### config.mk
export PLATFORM = sky130hd
export DESIGN_NAME = stream_cmd_bridge
export DESIGN_NICKNAME = d
export VERILOG_FILES = /design/src/rtl/stream_cmd_pkg.sv /design/src/rtl/operand_packer.sv /design/src/rtl/result_serializer.sv /design/src/rtl/cmd_ctrl.sv /design/src/rtl/stream_cmd_bridge.sv
export SDC_FILE = /design/constraint.sdc
export NUM_CORES = 1
export LEC_CHECK = 0
export ABC_AREA = 1
export ABC_CLOCK_PERIOD_IN_PS = 2500
export BUFFER_PORTS_ARGS = -buffer_cell sky130_fd_sc_hd__buf_2
export CAP_MARGIN = 20
export CORE_ASPECT_RATIO = 2
export CORE_MARGIN = 1
export CORE_UTILIZATION = 40
export DETAILED_ROUTE_END_ITERATION = 12
export PLACE_DENSITY = 0.74
export RECOVER_POWER = 50
export SYNTH_ARGS = -nofsm -noshare
export SYNTH_HDL_FRONTEND = slang
export SYNTH_SLANG_ARGS = --single-unit
### constraint.sdc
create_clock -name clk -period 2.5 [get_ports clk]
set_clock_uncertainty 0.2 [all_clocks]
set_input_delay 0.5 -clock clk [delete_from_list [all_inputs] [get_ports clk]]
set_output_delay 0.5 -clock clk [all_outputs]
set_load 0.02 [all_outputs]
### src/rtl/stream_cmd_pkg.sv
package stream_cmd_pkg;

  typedef enum logic [2:0] {
    ST_IDLE,
    ST_LOAD,
    ST_ISSUE,
    ST_WAIT,
    ST_DRAIN
  } ctrl_state_t;

  typedef enum logic [1:0] {
    RES_NONE,
    RES_WORD,
    RES_BLOCK
  } res_kind_t;

  // Result class comes from the two top opcode bits.
  function automatic res_kind_t classify(input logic [1:0] cls);
    case (cls)
      2'b00:   return RES_NONE;
      2'b01:   return RES_WORD;
      default: return RES_BLOCK;
    endcase
  endfunction

endpackage

### src/rtl/operand_packer.sv
module operand_packer #(
  parameter int WORD_W  = 32,
  parameter int BLK_W   = 128,
  parameter int MAX_BLK = 3,
  parameter int CNT_W   = $clog2(MAX_BLK + 1)
) (
  input  logic                     clk,
  input  logic                     rst,
  input  logic                     clr,
  input  logic                     push,
  input  logic [WORD_W-1:0]        word,
  input  logic [CNT_W-1:0]         nblk,
  output logic                     last,
  output logic [MAX_BLK*BLK_W-1:0] operands
);
  localparam int WPB    = BLK_W / WORD_W;
  localparam int WIDX_W = (WPB > 1) ? $clog2(WPB) : 1;

  logic [WIDX_W-1:0]       widx;
  logic [CNT_W-1:0]        bidx;
  logic [CNT_W-1:0]        bnext;
  logic [BLK_W-WORD_W-1:0] acc;
  logic [BLK_W-1:0]        acc_ext;
  logic                    blk_end;

  assign acc_ext = {acc, word};
  assign bnext   = bidx + 1'b1;
  assign blk_end = push && (widx == WIDX_W'(WPB - 1));
  assign last    = blk_end && (bnext == nblk);

  always_ff @(posedge clk) begin
    if (rst || clr) begin
      widx <= '0;
      bidx <= '0;
      acc  <= '0;
    end else if (push) begin
      acc <= acc_ext[BLK_W-WORD_W-1:0];
      if (blk_end) begin
        widx <= '0;
        bidx <= bnext;
      end else begin
        widx <= widx + 1'b1;
      end
    end
  end

  for (genvar g = 0; g < MAX_BLK; g++) begin : g_slot
    always_ff @(posedge clk) begin
      if (rst || clr)
        operands[g*BLK_W +: BLK_W] <= '0;
      else if (blk_end && (bidx == CNT_W'(g)))
        operands[g*BLK_W +: BLK_W] <= acc_ext;
    end
  end

  // Words never land beyond the announced block count.
  assert_pack_bound_R3: assert property (@(posedge clk) disable iff (rst)
    push |-> (bidx < nblk));

endmodule

### src/rtl/result_serializer.sv
module result_serializer #(
  parameter int WORD_W = 32,
  parameter int BLK_W  = 128
) (
  input  logic              clk,
  input  logic              rst,
  input  logic              load,
  input  logic              status_only,
  input  logic [BLK_W-1:0]  blk,
  output logic [WORD_W-1:0] m_data,
  output logic              m_valid,
  input  logic              m_ready,
  output logic              empty
);
  localparam int WPB  = BLK_W / WORD_W;
  localparam int CW   = $clog2(WPB + 1);

  logic [BLK_W-1:0] sreg;
  logic [CW-1:0]    cnt;

  always_ff @(posedge clk) begin
    if (rst) begin
      sreg <= '0;
      cnt  <= '0;
    end else if (load) begin
      if (status_only) begin
        sreg <= {blk[WORD_W-1:0], {(BLK_W-WORD_W){1'b0}}};
        cnt  <= CW'(1);
      end else begin
        sreg <= blk;
        cnt  <= CW'(WPB);
      end
    end else if (m_valid && m_ready) begin
      sreg <= {sreg[BLK_W-WORD_W-1:0], {WORD_W{1'b0}}};
      cnt  <= cnt - 1'b1;
    end
  end

  assign m_data  = sreg[BLK_W-1 -: WORD_W];
  assign m_valid = (cnt != '0);
  assign empty   = (cnt == '0);

  assert_hold_R8: assert property (@(posedge clk) disable iff (rst)
    (m_valid && !m_ready) |=> (m_valid && $stable(m_data)));

  assert_load_when_empty_R10: assert property (@(posedge clk) disable iff (rst)
    load |-> empty);

endmodule

### src/rtl/cmd_ctrl.sv
module cmd_ctrl
  import stream_cmd_pkg::*;
#(
  parameter int WORD_W  = 32,
  parameter int OPC_W   = 8,
  parameter int MAX_BLK = 3,
  parameter int CNT_W   = $clog2(MAX_BLK + 1)
) (
  input  logic              clk,
  input  logic              rst,
  input  logic [WORD_W-1:0] s_data,
  input  logic              s_valid,
  output logic              s_ready,
  input  logic              pack_last,
  output logic              pack_clr,
  output logic              pack_push,
  output logic [CNT_W-1:0]  nblk,
  output logic              cmd_start,
  output logic [OPC_W-1:0]  cmd_opcode,
  input  logic              cmd_done,
  input  logic              ser_empty,
  output logic              ser_load,
  output logic              ser_status
);
  ctrl_state_t st, st_nx;
  res_kind_t   kind;
  logic [CNT_W-1:0] fld_cnt;
  logic             accept;

  assign fld_cnt = s_data[OPC_W +: CNT_W];
  assign s_ready = (st == ST_IDLE) || (st == ST_LOAD);
  assign accept  = (st == ST_IDLE) && s_valid;

  assign pack_clr   = accept;
  assign pack_push  = (st == ST_LOAD) && s_valid;
  assign cmd_start  = (st == ST_ISSUE);
  assign ser_load   = (st == ST_WAIT) && cmd_done && (kind != RES_NONE);
  assign ser_status = (kind == RES_WORD);

  always_comb begin
    st_nx = st;
    case (st)
      ST_IDLE:  if (s_valid) st_nx = (fld_cnt == '0) ? ST_ISSUE : ST_LOAD;
      ST_LOAD:  if (pack_last) st_nx = ST_ISSUE;
      ST_ISSUE: st_nx = ST_WAIT;
      ST_WAIT:  if (cmd_done) st_nx = (kind == RES_NONE) ? ST_IDLE : ST_DRAIN;
      ST_DRAIN: if (ser_empty) st_nx = ST_IDLE;
      default:  st_nx = ST_IDLE;
    endcase
  end

  always_ff @(posedge clk) begin
    if (rst) begin
      st         <= ST_IDLE;
      cmd_opcode <= '0;
      nblk       <= '0;
      kind       <= RES_NONE;
    end else begin
      st <= st_nx;
      if (accept) begin
        cmd_opcode <= s_data[OPC_W-1:0];
        nblk       <= (fld_cnt > CNT_W'(MAX_BLK)) ? CNT_W'(MAX_BLK) : fld_cnt;
        kind       <= classify(s_data[OPC_W-1 -: 2]);
      end
    end
  end

  assert_zero_blk_start_R2: assert property (@(posedge clk) disable iff (rst)
    (accept && (fld_cnt == '0)) |=> cmd_start);

  assert_start_pulse_R11: assert property (@(posedge clk) disable iff (rst)
    cmd_start |=> !cmd_start);

  assert_no_accept_busy_R10: assert property (@(posedge clk) disable iff (rst)
    !ser_empty |-> !s_ready);

endmodule

### src/rtl/stream_cmd_bridge.sv
module stream_cmd_bridge #(
  parameter int WORD_W  = 32,
  parameter int BLK_W   = 128,
  parameter int OPC_W   = 8,
  parameter int MAX_BLK = 3,
  parameter int CNT_W   = $clog2(MAX_BLK + 1)
) (
  input  logic                     clk,
  input  logic                     rst,
  input  logic [WORD_W-1:0]        s_data,
  input  logic                     s_valid,
  output logic                     s_ready,
  output logic [WORD_W-1:0]        m_data,
  output logic                     m_valid,
  input  logic                     m_ready,
  output logic                     cmd_start,
  output logic [OPC_W-1:0]         cmd_opcode,
  output logic [CNT_W-1:0]         cmd_nblk,
  output logic [MAX_BLK*BLK_W-1:0] cmd_operands,
  input  logic                     cmd_done,
  input  logic [BLK_W-1:0]         cmd_result
);
  logic pack_last, pack_clr, pack_push;
  logic ser_empty, ser_load, ser_status;

  cmd_ctrl #(
    .WORD_W(WORD_W), .OPC_W(OPC_W), .MAX_BLK(MAX_BLK), .CNT_W(CNT_W)
  ) u_ctrl (
    .clk(clk), .rst(rst),
    .s_data(s_data), .s_valid(s_valid), .s_ready(s_ready),
    .pack_last(pack_last), .pack_clr(pack_clr), .pack_push(pack_push),
    .nblk(cmd_nblk), .cmd_start(cmd_start), .cmd_opcode(cmd_opcode),
    .cmd_done(cmd_done), .ser_empty(ser_empty),
    .ser_load(ser_load), .ser_status(ser_status)
  );

  operand_packer #(
    .WORD_W(WORD_W), .BLK_W(BLK_W), .MAX_BLK(MAX_BLK), .CNT_W(CNT_W)
  ) u_pack (
    .clk(clk), .rst(rst), .clr(pack_clr), .push(pack_push),
    .word(s_data), .nblk(cmd_nblk), .last(pack_last),
    .operands(cmd_operands)
  );

  result_serializer #(
    .WORD_W(WORD_W), .BLK_W(BLK_W)
  ) u_ser (
    .clk(clk), .rst(rst), .load(ser_load), .status_only(ser_status),
    .blk(cmd_result), .m_data(m_data), .m_valid(m_valid),
    .m_ready(m_ready), .empty(ser_empty)
  );

  assert_reset_idle_R1: assert property (@(posedge clk)
    $past(rst) |-> (s_ready && !m_valid && !cmd_start));

endmodule

### Yosys cells after proc, flatten, opt, wreduce, memory -nomap -nowiden

Index checks and enable logic that the tools add are counted.

| word-level totals | value |
|---|---|
| bits in registers | 630 |
| input port bits | 165 |
| logic and storage cells | 69 |

| cells by class | value |
|---|---|
| add/sub/neg operators | 3 |
| magnitude comparators | 1 |
| eq/ne operators | 14 |
| muxes and demuxes | 16 |
| reduce and logical (&&, ||, !) cells | 23 |

Operator list:

| kind | number |
|---|---|
| $mux 128 | 3 |
| $mux 3 | 8 |
| $pmux 3 s5 | 1 |
| $logic_and 1x1->1 | 10 |
| $logic_not 2->1 | 4 |
| $ne 2x2->1 const B | 4 |
| $eq 2x1->1 const B | 3 |
| $eq 3x2->1 const B | 2 |
| $logic_not 3->1 | 2 |
| $mux 2 | 3 |
| $add 2x1->2 const B | 2 |
| $eq 2x2->1 const B | 2 |
| $pmux 2 s2 | 1 |
| $reduce_and 4->1 | 1 |
| $reduce_bool 2->1 | 2 |
| $eq 3x1->1 const B | 1 |
| $eq 3x3->1 const B | 1 |
| $reduce_bool 3->1 | 1 |
| $sub 3x1->3 const B | 1 |
| $eq 2x2->1 | 1 |
| $gt 2x2->1 const B | 1 |
| $logic_or 1x1->1 | 2 |
| $reduce_and 2->1 | 1 |

### Longest topological paths before layout

| logic depth | value |
|---|---|
| depth in word-level cells | 6 |
| mapped depth | 11 |
| gate-level depth less buffers | 11 |

### Modules after synthesis

From an unflattened synthesis, not the netlist that was laid out.

| second synthesis, totals | value |
|---|---|
| cells, all modules | 4005 |
| area, all modules | 26839.5 um^2 |

Modules (own cells, without submodules):

| module | times used | cells each | area an instance (um^2) | sequential area each (um^2) |
|---|---|---|---|---|
| operand_packer | 1 | 2883 | 19052.0 | 9689.3 |
| result_serializer | 1 | 1027 | 7078.0 | 2622.5 |
| cmd_ctrl | 1 | 95 | 709.4 | 300.3 |

### Worst setup path before layout

Ideal clock, no wire load.

| path | value |
|---|---|
| path type | reg2reg |
| start | register u_ser.cnt[0] |
| end | register u_ser.sreg[107] |
| arrival time | 1.662 ns |
| path slack | 0.564 ns |
| cell stages (with the launch flop) | 9 |
| period minus slack after synthesis | 1.936 ns |
| cells stage by stage | dfxtp_1 > inv_1 > ha_1 > nand2_1 > nand2_1 > clkbuf_1 > clkbuf_1 > nand2_1 > a31oi_1 |

| on the way | value |
|---|---|
| word-level cells in the longest chain between the ends | 3 |

Ends and longest elaborated chain:

| what | RTL line | text |
|---|---|---|
| start: declaration | result_serializer.sv:19 | `logic [CW-1:0] cnt;` |
| start signal: assignment | result_serializer.sv:31 | `cnt <= CW'(WPB);` |
| start signal: assignment | result_serializer.sv:35 | `cnt <= cnt - 1'b1;` |
| $reduce_bool 3->1 | result_serializer.sv:40 | `assign m_valid = (cnt != '0);` |
| named net m_valid | stream_cmd_bridge.sv:14 | `output logic m_valid,` |
| $logic_and 1x1->1 | result_serializer.sv:33 | `end else if (m_valid && m_ready) begin` |
| $reduce_bool 2->1 (no source line) | -- |  |
| end signal: assignment | result_serializer.sv:27 | `sreg <= {blk[WORD_W-1:0], {(BLK_W-WORD_W){1'b0}}};` |
| end signal: assignment | result_serializer.sv:30 | `sreg <= blk;` |
| end signal: assignment | result_serializer.sv:34 | `sreg <= {sreg[BLK_W-WORD_W-1:0], {WORD_W{1'b0}}};` |
| end: declaration | result_serializer.sv:18 | `logic [BLK_W-1:0] sreg;` |

The timed path passes the listed nets, and every way through them passes these cells.
A chain may end at the register's enable or synchronous reset.

### Worst setup path after layout

| path | value |
|---|---|
| start | register u_ctrl.st[1] |
| end | register u_ser.sreg[113] |

| on the way | value |
|---|---|
| word-level cells in the longest chain between the ends | 4 |

Ends and longest elaborated chain:

| what | RTL line | text |
|---|---|---|
| start: declaration | cmd_ctrl.sv:25 | `ctrl_state_t st, st_nx;` |
| start signal: assignment | cmd_ctrl.sv:59 | `st <= st_nx;` |
| $eq 3x2->1 * | cmd_ctrl.sv:37 | `assign ser_load = (st == ST_WAIT) && cmd_done && (kind != RES_NONE);` |
| $logic_and 1x1->1 * (2 in a row) | cmd_ctrl.sv:37 |  |
| $mux 128 or $reduce_bool 2->1 (tied branches) | -- |  |

Every way passes the cells marked *; elsewhere a longest branch is shown, timed or not.

==> out/results.ini <==
[power]
sw_frac_of_total_pct=30.6
total_leakage_power_nw=9.77
p_int_mw=16.7
p_clk_share_pct=36.2
p_comb_share_pct=17.1
p_seq_share_pct=46.6
switchingPower_mw=7.37
ir_drop_v=0.000669
p_per_area_nw_per_um2=830

[critical_path]
cp_max_fo=132
arrival_ps=2550
r2r_slack_ps=160
crit_family=simple AND/OR/NAND/NOR gates
critical_path_class=flop to flop
cp.required_ps=2710
cp.depth=6
crit_chain=nand2_1 -> nor2_1 -> nand3_4 -> buf_6 -> o21ai_0 -> a31oi_1
cp_slowest_cell=dfxtp_1
r2r_cells=6
start_kind=flop
max_stage_delay_ps=460
worst_setup_path_end_kind=flop
r2r_end=u_ser.sreg[113]$_SDFFE_PP0P_
reg2reg_from=u_ctrl.st[1]$_SDFFE_PP0P_
critical_path_buf_inv_count=1

[place]
io_buffers=593
dp_hpwl_um=56700
placed_area_um2=26700
place_congestion=0.856

[global_route]
grt_start_max_net_pins=144
grt_usage_pct=27.8
grt_pass1_vias=21800
grt_overflow=0
grt_antenna_before_repair=2
grt_pass1_wl_um=129000

[min_path]
worstHoldStart=s_data[4]
min_delay_worst_endpoint=u_pack.operands[4]$_SDFFE_PP0P_
hold_path_depth=3
timing.hold.worst.class=primary input to flop

[cts]
clk_latency_ps=600
numCtsBuffers=53
cts_setup_buffers=0
cts_tree=yes
ctsResizeCount=0
clk_pin_slew_ps=70
clkSinkCount=630
cts_max_path_buffers=3
cts-root-buf=clkbuf_16
cts_hold_buffers=111
cts-htree-levels=2

[detailed_routing]
wl_per_cell_um=19.7
num_vias=23400
drt_first_pass_iters=7
detail-route-antenna-nets=0
drc=0
wl_um=86200
drtIter0Drc=2074
viasPerCell=5.34

[floorplanning]
start_util_pct=40.6
core_um2=57200
die_area_um2=59200
die_w_um=173
rows=124
ios=594
die_h_um=343

[flow_run]
drv_cap=0

[synth]
synth_ff_type=dfxtp_1
synth_top_cell_area_share_pct=54.2
syn-cell-area_um2=23300
syn-num-nets=3223
seq_area_frac_synth_pct=54.2
netlist_instances=3052
ys_seq_elements=630
yosysTopAreaCell=dfxtp_1
synth_area_leaders=dfxtp_1 (54%), nand2_1 (19%), a21oi_1 (13%), o21ai_0 (3.4%), nand3_1 (3.0%)
yosysWarnings=0
synth_cell_types=29
async_flop_share_pct=0
synth_edf_count=0
syn_avg_cell_area_um2=7.62

[finish]
nNetsFinal=3762
final_area_um2=29000
antenna_cells=0
layout-drive-gt1-share_pct=8.79
fillers=5596
area_delta_synth_final_pct=24.6

[timing]
rsz0062_at_grt=false
fin_crit_sh_pct=93.7
final_hold_viol_count=0
slew_violations=0
fmax_mhz=427
worstMarginPinSlew_ps=879
setup-tns-final_ps=0
setup_viol=0
fin_crit_ps=2340
slew_headroom_pct=41.4

[outcome]
status=complete, no violations

## stage by stage
| stage | util (%) | setup WS [ps] | power (mW) | hold slack (ps) | cells |
|---|---|---|---|---|---|
| floorplan | - | 564 | 13.9 | 238 | 3052 |
| global placement | 46.6 | 401 | 15.4 | 245 | 4181 |
| CTS | 51.7 | 99.4 | 24.2 | 0.316 | 4385 |
| detailed placement | 46.6 | 327 | 15.4 | 251 | 4181 |
| global route | 50.6 | 63.8 | 25.0 | 10.2 | 4385 |
| finish | 50.6 | 158 | 24.1 | 35.2 | 4385 |
## placed cells by master, fill, tap and decap left out, types with 3 or more instances in the layout
cell           Yosys  routed
a21oi_1          592     592
a31oi_1           32      32
buf_12             0      21
buf_2             78     166
buf_4             39      24
bufinv_16          0       5
clkbuf_1         141     437
clkbuf_16          0      54
clkbuf_8           0      10
clkinv_2           0       8
clkinv_4           0       3
dfxtp_1          630     630
dlygate4sd3_1      0     111
ha_1               6       6
inv_1             20      19
inv_4              0       3
inv_6              0       3
nand2_1         1163    1158
nand2_4            0       4
nand3_1          140     140
nor2_1             8       9
o21ai_0          160     160
o21ai_1            6       6
## worst max-delay path by stage
stage                                         start                               end  slack (ps)
after floorplan           u_ser.cnt[0]$_SDFFE_PP0P_      u_ser.sreg[107]$_SDFFE_PP0P_         560
after global placement                      s_valid  u_pack.operands[76]$_SDFFE_PP0P_         400
after detailed placement                    s_valid  u_pack.operands[60]$_SDFFE_PP0P_         330
after CTS                 u_ser.cnt[0]$_SDFFE_PP0P_                           m_valid         100
after global routing      u_ctrl.st[2]$_SDFFE_PP0P_       u_pack.acc[51]$_SDFFE_PP0P_          60
final                     u_ctrl.st[1]$_SDFFE_PP0P_      u_ser.sreg[113]$_SDFFE_PP0P_         160
## registers in the layout, summed over array words and instances, names as in the netlist, 3 cells and up
register / flops
u_pack.operands: 384
u_ser.sreg: 128
u_pack.acc: 96
u_ctrl.st: 3
u_ser.cnt: 3
u_ctrl.cmd_opcode: 8
## cell usage after synthesis (2+ instances only)
cell type and instances:
a21oi_1 592, a31oi_1 32, buf_1 16, buf_2 78, buf_4 39, clkbuf_1 141, clkinv_1 3, dfxtp_1 630
ha_1 6, inv_1 20, inv_2 4, nand2_1 1163, nand3_1 140, nor2_1 8, nor2_4 2, o21ai_0 160
o21ai_1 6
## per-layer routing
layer  wire, µm  track usage, %
met5         13               0
met4       5380            16.6
met3       6570            4.81
met2      42300            48.8
met1      31900            31.6
## area by class of cell
type	count	area [µm²]	area share (%)
Multi-Input combinational cell	2121	9320	32.2
Timing Repair Buffer	758	4200	14.5
Tap cell	756	946	3.26
Sequential cell	630	12600	43.5
Clock inverter	23	285	0.984
Inverter	27	110	0.380
Clock buffer	70	1510	5.21
## cells by family (layout without fill, tap and decap cells)
kind of cell / count (synthesis) / count (layout) / share of synthesized area (%)
adder cells (fa/ha/maj): 6 / 6 / 0.323
AO/OA/AOI/OAI: 793 / 793 / 17.3
XOR/XNOR: 1 / 1 / 0.0376
AND/OR/NAND/NOR: 1321 / 1321 / 22.3
buffers and inverters: 301 / 878 / 5.90
flip-flops: 630 / 630 / 54.2
## worst min-delay path, stage by stage
cell	delay, ps
buf_2	150
nand2_1	80
a21oi_1	50
## power groups by stage
| stage | combinational, mW | sequential, mW | clock [mW] |
|---|---|---|---|
| 5_1_grt | 4.50 | 11.3 | 9.21 |
| 6_report | 4.13 | 11.2 | 8.72 |
| 4_1_cts | 4.16 | 11.2 | 8.85 |
| 3_3_place_gp | 3.97 | 11.4 | 0 |
| 3_5_place_dp | 4.01 | 11.4 | 0 |
| 2_1_floorplan | 2.68 | 11.3 | 0 |
No activity file was read; power rests on OpenSTA's default activity.
